File: src/rtl/pwr_ref_pkg.sv
package pwr_ref_pkg;

    localparam int VOLT_W = 12;
    localparam int AMP_W  = 12;
    localparam int IDX_W  = 8;
    localparam int HEAD_W = 10;
    localparam int REF_W  = 12;

    localparam int ROM_N   = 1 << IDX_W;
    localparam int REF_MAX = (1 << REF_W) - 1;
    localparam int SUM_W   = REF_W + 1;

    typedef logic [VOLT_W-1:0] volt_t;
    typedef logic [AMP_W-1:0]  amp_t;
    typedef logic [IDX_W-1:0]  idx_t;
    typedef logic [HEAD_W-1:0] head_t;
    typedef logic [REF_W-1:0]  ref_t;
    typedef logic [SUM_W-1:0]  sum_t;

    typedef struct packed {
        logic  valid;
        volt_t vout;
        head_t head;
    } stage1_t;

    // Table address: upper bits of the current code.
    function automatic idx_t amp_to_idx(amp_t a);
        return a[AMP_W-1 -: IDX_W];
    endfunction

    // Headroom entry: scale constant over address, clipped; address 0 gives the maximum.
    function automatic head_t head_entry(int idx, int k, int hmax);
        int q;
        if (idx == 0) return head_t'(hmax);
        q = k / idx;
        if (q > hmax) q = hmax;
        return head_t'(q);
    endfunction

    // Voltage plus headroom, clipped at full scale.
    function automatic ref_t sat_add(volt_t v, head_t h);
        sum_t s;
        s = sum_t'(v) + sum_t'(h);
        if (s > sum_t'(REF_MAX)) return ref_t'(REF_MAX);
        return s[REF_W-1:0];
    endfunction

endpackage

File: src/rtl/pwr_ref_recip_rom.sv
module pwr_ref_recip_rom
    import pwr_ref_pkg::*;
#(
    parameter int HEAD_K   = 4096,
    parameter int HEAD_MAX = 1023
) (
    input  idx_t  idx,
    output head_t head
);

    head_t table_q [ROM_N];

    for (genvar g = 0; g < ROM_N; g++) begin : g_entry
        assign table_q[g] = head_entry(g, HEAD_K, HEAD_MAX);
    end

    assign head = table_q[idx];

    always_comb begin
        if (idx == '0) begin
            assert_zero_current_R2: assert (head == head_t'(HEAD_MAX));
        end
    end

endmodule

File: src/rtl/pwr_ref_sum.sv
module pwr_ref_sum
    import pwr_ref_pkg::*;
(
    input  logic    clk,
    input  logic    rst,
    input  stage1_t st,
    output ref_t    ref_q,
    output logic    valid_q
);

    always_ff @(posedge clk) begin
        if (rst) begin
            ref_q   <= '0;
            valid_q <= 1'b0;
        end else begin
            valid_q <= st.valid;
            if (st.valid) begin
                ref_q <= sat_add(st.vout, st.head);
            end
        end
    end

    assert_no_wrap_R3: assert property (@(posedge clk) disable iff (rst)
        st.valid |=> (ref_q >= ref_t'($past(st.vout))));

    assert_hold_idle_R6: assert property (@(posedge clk) disable iff (rst)
        !st.valid |=> $stable(ref_q));

endmodule

File: src/rtl/pwr_ref_calc.sv
module pwr_ref_calc
    import pwr_ref_pkg::*;
#(
    parameter int HEAD_K   = 4096,
    parameter int HEAD_MAX = 1023
) (
    input  logic              clk,
    input  logic              rst,
    input  logic              smp_valid,
    input  logic [VOLT_W-1:0] vout_code,
    input  logic [AMP_W-1:0]  iout_code,
    output logic [REF_W-1:0]  vref,
    output logic              res_valid
);

    head_t   head_c;
    stage1_t s1_q;

    pwr_ref_recip_rom #(
        .HEAD_K   (HEAD_K),
        .HEAD_MAX (HEAD_MAX)
    ) i_rom (
        .idx  (amp_to_idx(iout_code)),
        .head (head_c)
    );

    always_ff @(posedge clk) begin
        if (rst) begin
            s1_q <= '0;
        end else begin
            s1_q.valid <= smp_valid;
            s1_q.vout  <= vout_code;
            s1_q.head  <= head_c;
        end
    end

    pwr_ref_sum i_sum (
        .clk     (clk),
        .rst     (rst),
        .st      (s1_q),
        .ref_q   (vref),
        .valid_q (res_valid)
    );

    assert_valid_lat_R4: assert property (@(posedge clk) disable iff (rst)
        smp_valid |=> ##1 res_valid);

    assert_no_spurious_R4: assert property (@(posedge clk) disable iff (rst)
        !smp_valid |=> ##1 !res_valid);

    assert_reset_state_R7: assert property (@(posedge clk)
        rst |=> (vref == '0 && !res_valid));

    assert_head_floor_R3: assert property (@(posedge clk) disable iff (rst)
        s1_q.valid |=> (vref >= ref_t'($past(s1_q.head))));

endmodule

File: config.mk
export PLATFORM = sky130hd
export DESIGN_NAME = pwr_ref_calc
export DESIGN_NICKNAME = d
export VERILOG_FILES = /design/src/rtl/pwr_ref_pkg.sv /design/src/rtl/pwr_ref_recip_rom.sv /design/src/rtl/pwr_ref_sum.sv /design/src/rtl/pwr_ref_calc.sv
export SDC_FILE = /design/constraint.sdc
export NUM_CORES = 1
export LEC_CHECK = 0
export CAP_MARGIN = 20
export CORE_MARGIN = 1
export CORE_UTILIZATION = 53
export CTS_BUF_LIST = sky130_fd_sc_hd__clkbuf_4
export CTS_CLUSTER_DIAMETER = 60
export CTS_CLUSTER_SIZE = 28
export DETAILED_ROUTE_END_ITERATION = 6
export PLACE_DENSITY = 0.87
export SYNTH_ARGS = -nofsm -noshare
export SYNTH_HDL_FRONTEND = slang
export SYNTH_HIERARCHICAL = 1
export SYNTH_SLANG_ARGS = --single-unit
File: constraint.sdc
create_clock -name clk -period 3 [get_ports clk]
set_input_delay 0.75 -clock clk [delete_from_list [all_inputs] [get_ports clk]]
set_output_delay 0.75 -clock clk [all_outputs]
set_load 0.05 [all_outputs]
==> impl_results.md, run 1 <==
* Status: completed
* Register bit count reported by yosys at 36
* Crit start category: input pin
* Post-CTS setup buffer count at 0
* DR pass1 iterations at 5
* N_diodes at 0
* Simple-Gate Fraction of Synth Area at 0.234
* Setup CP Type: in2reg
* WP buf/inv at 2
* Row count at 28
* Antenna-violating nets left at 0
* Setup violators final at 0
* WP depth at 9
* Clk pwr share at 0.203
* Via count at 3435
* Top cell type's share of synthesized area at 0.221
* Sequential Power Share at 0.403
* Post-DR wirelength/cell at 17.8 um
* Vias in the first global route at 3276
* Multiplexer share of the synthesized area at 0.0303
* Peak Freq at 359 MHz
* Critical Path AT at 3.04 ns
* Compound-cell area share of the yosys netlist at 0.331
* Worst EP required at 3.26 ns
* CP Launch Point: iout_code[5]
* GR Util All Layers at 0.317
* Post-synth EDFFs at 0
* CTS Buf Count at 5
* Grt ovf at 0
* XOR/XNOR Fraction of Synth Area at 0.0188
* Cts-stage hold buffer count at 0
* Die Area at 6460 um2
* Worst path max stage delay at 0.51 ns
* First-pass GRT wire length at 15700 um
* Final Cycle Share at 0.929
* Cell Area, Synth at 3260 um2
* Resized cells post-CTS at 0
* Largest family of logic cells by synthesized area: compound AO/OA/AOI/OAI gates
* Fillers at 491
* Clk root buf: clkbuf_4
* Overall die width at 80.4 um
* Commonest cells post-synth: 41 x nor2_1, 36 x dfxtp_1, 27 x a21oi_1
* Ys Warns at 6
* Leakage at 1.62 nW
* Ranking of synthesized cells by area: dfxtp_1 22%, ha_1 8.4%, nor2_1 4.7%
* Area growth syn-to-layout at 24.3%
* Placed instance area at 3990 um2
* Initial antenna violation count at 0
* Most frequent cell after synthesis: nor2_1
* Core area at 5920 um2
* Internal power at 0.000830 W
* CP Cell Sequence: clkdlybuf4s50_1, inv_1, ha_1, and2_1, a21o_1, mux4_2, a211oi_1, a221oi_1, nor2b_2
* Sw Pwr at 0.000477 W
* Worst Setup End Kind: flip-flop
* Setup Skew at 0.00542 ns
* Syn Nets at 458
* Final hold violation count at 0
* Port bufs at 35
* CTS tree: built
* RR Endpoint: i_sum/ref_q[2]
* Mapped Avg Cell Area at 7.99 um2
* Final-report max-slew violation count at 0
* Cell area power density at 323 nW/um2
* Post-synthesis sequential area ratio at 0.221
* Die height at 80.4 um
* Share of cells above drive strength 1 at 0.221
* Max-cap violations at 0
* Tmin final at 2.79 ns
* RSZ-0062 raised after global routing: false
* Clock latency on the worst-skew pair at 0.35 ns
* Worst R2R Setup Slack at 0.77 ns
* Longest Clk Path Bufs at 2
* Largest delay share family, worst path: buffers and inverters
* Worst Tran Pin Value at 0.828 ns
* Post-Synthesis Cells at 408
* Hold Crit Class: reg2reg
* DRC Markers at 0
* Ys flop type: dfxtp_1
* Nets at 525
* Critical path endpoint: s1_q[5]
* Met2 Use GR at 0.510
* Clock-pin slew on the worst setup and hold paths at 0.12 ns
* Worst-path fanout max at 4
* Drt via density at 6.23
* H-tree level count at 2
* Global placement routability congestion at 1.00
* Slowest cell on the critical path: clkdlybuf4s50_1
* Final wirelength at 9780 um
* DRT iter0 DRCs at 322
* Dpl hpwl at 7690 um
* Relative slew margins at 0.447
* Largest area contributor in the netlist: dfxtp_1
* Post-synthesis adder-cell area fraction at 0.0906
* I/O pin count at 40
* Peak supply drop at 373 uV
* Clock sinks at 36
* Synth cell types at 73
* Switching share of power at 0.365
* M3 GR Usage at 0.0614
* Busiest layer in global routing: met2
* Async set-reset flop share out of synthesis at 0
* Met1 Use GR at 0.407
* Post-Layout Inst Area at 4050 um2
* Total power at 0.00131 W
* Reg-to-reg critical path startpoint: s1_q[0]
* Worst reg2reg path depth at 8
* Initial Util at 0.550
* Comb pwr share at 0.394
* Largest net degree at the start of global routing at 28
==> area by class of cell <==
type / instances / area [um2] / area share
clock inverters: 3 / 18.8 / 0.00463
multi-input cells: 322 / 2300 / 0.567
clock buffers: 5 / 37.5 / 0.00927
repair buffers: 95 / 826 / 0.204
flip-flops and latches: 36 / 721 / 0.178
inverters: 15 / 56.3 / 0.0139
well taps: 75 / 93.8 / 0.0232
==> layout by cell type, fill, tap and decap left out, types with 5 or more instances in the layout <==
cell / count
dfxtp_1: 36
clkbuf_4: 5
nor2b_1: 13
clkdlybuf4s50_1: 35
o21ai_0: 24
ha_1: 22
nand2b_1: 12
nand2_1: 24
nor2b_2: 14
nand3_1: 7
a311oi_1: 12
a211oi_1: 14
inv_1: 15
buf_4: 58
a221oi_1: 7
o211ai_1: 9
nor2_1: 41
a21oi_1: 27
==> registers in the layout (all words and copies together) (netlist names) <==
| register | flops |
|---|---|
| s1_q | 23 |
| i_sum/ref_q | 12 |
| i_sum/valid_q | 1 |
==> worst min-delay path by stage <==
stage	start	to	slack, ns	cells after the start
after floorplan	s1_q[20]	i_sum/ref_q[10]	0.55	2
after global placement	i_sum/ref_q[7]	i_sum/ref_q[7]	0.47	2
after detailed placement	i_sum/ref_q[3]	i_sum/ref_q[3]	0.48	2
after CTS	i_sum/ref_q[9]	i_sum/ref_q[9]	0.50	2
after global routing	i_sum/ref_q[5]	i_sum/ref_q[5]	0.51	2
final	i_sum/ref_q[9]	i_sum/ref_q[9]	0.49	2
==> through the flow <==
| step | hold slack, ns | TNS (ns) | worst slack (ns) | util | cells |
|---|---|---|---|---|---|
| after floorplan | 0.553 | 0 | 0.136 | - | 408 |
| after global routing | 0.507 | 0 | 0.0787 | 0.684 | 551 |
| after CTS | 0.498 | 0 | 0.218 | 0.684 | 551 |
| after global placement | 0.473 | -0.440 | -0.119 | 0.675 | 543 |
| final | 0.493 | 0 | 0.214 | 0.684 | 551 |
| after detailed placement | 0.478 | -0.502 | -0.169 | 0.675 | 543 |
==> metal layers <==
metal / share of wire / up-vias
li1: - / 1650
met1: 0.43 / 1623
met2: 0.47 / 141
met3: 0.069 / 21
met4: 0.027 / 0
met5: 0 / -
==> cell families after synthesis <==
| family | Yosys count |
|---|---|
| mux | 6 |
| buf+inv | 50 |
| simple gates | 139 |
| xor+xnor | 7 |
| flops | 36 |
| fa+ha+maj | 23 |
| compound gates | 147 |
==> power groups by stage <==
stage	Combinational, W	Clock [W]	Sequential (W)
after global placement	0.000495	0	0.000536
after detailed placement	0.000508	0	0.000537
after global routing	0.000558	0.000293	0.000530
after floorplan	0.000286	0	0.000571
after CTS	0.000509	0.000274	0.000527
final	0.000515	0.000265	0.000527
==> worst reg2reg max path: stages (launching register included) <==
cell	delay, ns
dfxtp_1	0.34
ha_1	0.16
inv_1	0.05
fa_1	0.40
nor2b_1	0.20
o21ai_2	0.12
a211oi_4	0.35
o211ai_4	0.18
a311oi_1	0.34
(Power assumes the default switching activity.)
==> run 2, diff against run 1 <==
--- a/config.mk
+++ b/config.mk
@@ -5,15 +5,13 @@
 export SDC_FILE = /design/constraint.sdc
 export NUM_CORES = 1
 export LEC_CHECK = 0
-export CAP_MARGIN = 20
-export CORE_MARGIN = 1
-export CORE_UTILIZATION = 53
+export CORE_MARGIN = 2
+export CORE_UTILIZATION = 52
 export CTS_BUF_LIST = sky130_fd_sc_hd__clkbuf_4
 export CTS_CLUSTER_DIAMETER = 60
 export CTS_CLUSTER_SIZE = 28
 export DETAILED_ROUTE_END_ITERATION = 6
-export PLACE_DENSITY = 0.87
+export PLACE_DENSITY = 0.86
 export SYNTH_ARGS = -nofsm -noshare
 export SYNTH_HDL_FRONTEND = slang
-export SYNTH_HIERARCHICAL = 1
 export SYNTH_SLANG_ARGS = --single-unit
==> impl_results.md, run 2 <==
* Die Area at 6340 um2
* First-pass GRT wire length at 13400 um
* Status: completed
* Ys Warns at 0
* Worst EP required at 3.26 ns
* WP depth at 9
* Initial Util at 0.540
* Resized cells post-CTS at 0
* GR Util All Layers at 0.265
* Ys flop type: dfxtp_1
* Largest area contributor in the netlist: dfxtp_1
* Setup violators final at 0
* DRC Markers at 0
* Grt ovf at 0
* Mapped Avg Cell Area at 7.59 um2
* Post-synth EDFFs at 0
* Register bit count reported by yosys at 36
* Fillers at 486
* Max FFs per register at 23
* I/O pin count at 40
* Clock-pin slew on the worst setup and hold paths at 0.12 ns
* Area growth syn-to-layout at 18.9%
* H-tree level count at 2
* Worst-path fanout max at 9
* Row count at 27
* Worst Setup End Kind: flip-flop
* Fin worst setup slack at 0.341 ns
* Nets at 469
* Inst Count DP at 485
* Largest delay share family, worst path: simple AND/OR/NAND/NOR gates
* Commonest cells post-synth: 39 x nor2_1, 36 x dfxtp_1, 31 x a21oi_1
* Worst reg2reg path depth at 7
* Cts-stage hold buffer count at 0
* Setup CP Type: in2reg
* Die height at 79.6 um
* Post-CTS setup buffer count at 0
* Largest reg by FF count: s1_q
* Most used cell, CP: a21oi_1
* Largest net degree at the start of global routing at 55
* Top flop regs: s1_q x23, i_sum.ref_q x12, i_sum.valid_q x1
* Via count at 3007
* Max-cap violations at 0
* FF/Latch Area at 721 um2
* Vias in the first global route at 2779
* Hold slack at 0.491 ns
* Most frequent cell after synthesis: nor2_1
* Clock latency on the worst-skew pair at 0.34 ns
* Share of cells above drive strength 1 at 0.0950
* Initial antenna violation count at 0
* Syn Nets at 441
* Post-Synthesis Cells at 392
* Leakage at 1.38 nW
* Top cell type's share of synthesized area at 0.242
* Cell area power density at 345 nW/um2
* Peak supply drop at 259 uV
* Slowest cell on the critical path: clkdlybuf4s50_1
* CTS Buf Count at 5
* Relative slew margins at 0.543
* Post-synthesis sequential area ratio at 0.242
* Final hold violation count at 0
* Clk root buf: clkbuf_4
* Final-report max-slew violation count at 0
* Worst Tran Pin Value at 0.680 ns
* Multi-input logic area at 2060 um2
* Final wirelength at 8020 um
* CP Cell Sequence: clkdlybuf4s50_1, inv_1, ha_1, nand2b_1, nor2_1, or3_1, a21oi_1, a21oi_1, o211ai_1
* Crit start category: input pin
* Cell Area, Synth at 2980 um2
* Core area at 5510 um2
* Final Cycle Share at 0.886
* Clock sinks at 36
* Peak Freq at 376 MHz
* Dpl hpwl at 5920 um
* Setup Skew at 0.0182 ns
* Overall die width at 79.6 um
* Most common cell after layout, fill and taps aside: nor2_1
* N_diodes at 0
* Hold Crit Class: reg2reg
* Ranking of synthesized cells by area: dfxtp_1 24%, ha_1 8.8%, a21oi_1 5.2%
* Critical Path AT at 2.92 ns
* Async set-reset flop share out of synthesis at 0
* Post-DR wirelength/cell at 16.3 um
* Final setup TNS at 0 ns
* Longest Clk Path Bufs at 2
* DR pass1 iterations at 5
* Worst path max stage delay at 0.54 ns
* RSZ-0062 raised after global routing: false
* Hold Path Depth at 2
* Tmin final at 2.66 ns
* Synth cell types at 61
* Antenna-violating nets left at 0
* WP buf/inv at 2
* Port bufs at 35
* Drt via density at 6.10
* DRT iter0 DRCs at 202
* Post-Place Setup Slack at 0.0292 ns
* Non-Filler Instances at 493
* Global placement routability congestion at 0.968
* CTS tree: built
* Commonest cells after routing, fill and taps aside: 39 x nor2_1, 36 x dfxtp_1, 35 x clkdlybuf4s50_1
==> run 2: cell types whose count changed in the layout (fill, tap and decap cells not counted), moves of 6 or more <==
| cell | delta |
|---|---|
| a311oi_1 | -9 |
| o211ai_1 | +6 |
| nor2b_2 | -14 |
| nor2b_1 | +10 |
| buf_4 | -41 |
==> run 2: kinds of logic after synthesis <==
group                    synth area share
AND/OR/NAND/NOR                     0.230
XOR/XNOR                           0.0206
multiplexers                       0.0214
flip-flops                          0.242
buffers and inverters              0.0643
adder cells (fa/ha/maj)            0.0950
AO/OA/AOI/OAI                       0.326
==> run 2: per-stage QoR <==
| step | power (W) | instance area (um2) | utilization |
|---|---|---|---|
| 2_1_floorplan | 0.000825 | 2980 | - |
| 3_3_place_gp | 0.000955 | 3480 | 0.632 |
| 3_5_place_dp | 0.000966 | 3480 | 0.632 |
| 4_1_cts | 0.00122 | 3540 | 0.642 |
| 5_1_grt | 0.00129 | 3540 | 0.642 |
| 6_report | 0.00122 | 3540 | 0.642 |
==> run 2: routing by layer <==
metal,share of wire,vias up,GRT usage
li1,-,1491,-
met1,0.41,1341,0.330
met2,0.48,144,0.450
met3,0.073,31,0.0419
met4,0.038,0,0.119
met5,0,-,0
==> run 2: worst paths after layout <==
path                                startpoint              end  slack [ns]
worst max-delay path              iout_code[5]          s1_q[3]        0.34
worst min-delay path            i_sum.ref_q[8]   i_sum.ref_q[8]        0.49
worst max register to register         s1_q[1]  i_sum.ref_q[11]        0.74
worst min register to register  i_sum.ref_q[8]   i_sum.ref_q[8]        0.49
==> run 2: layout make-up <==
cell class | instances | share of cell area
flip-flops and latches | 36 | 0.204
multi-input cells | 308 | 0.583
inverters | 13 | 0.0138
clock inverters | 2 | 0.00318
clock buffers | 6 | 0.0127
repair buffers | 56 | 0.158
well taps | 72 | 0.0255
==> run 2: report_power, final <==
part / internal, W / switching [W] / leakage (nW) / total [W]
registers: 0.000508 / 0.0000173 / 0.298 / 0.000526
logic: 0.000184 / 0.000253 / 1.05 / 0.000437
clock network: 0.0000982 / 0.000158 / 0.0293 / 0.000257
==> run 2: worst register-to-register path: stages (launching register included) <==
cell and delay, ns:
dfxtp_1 0.33, ha_1 0.31, a211o_1 0.32, o211ai_2 0.10, or4b_4 0.53, nand4_1 0.16
nor2_1 0.08, a2111oi_2 0.36
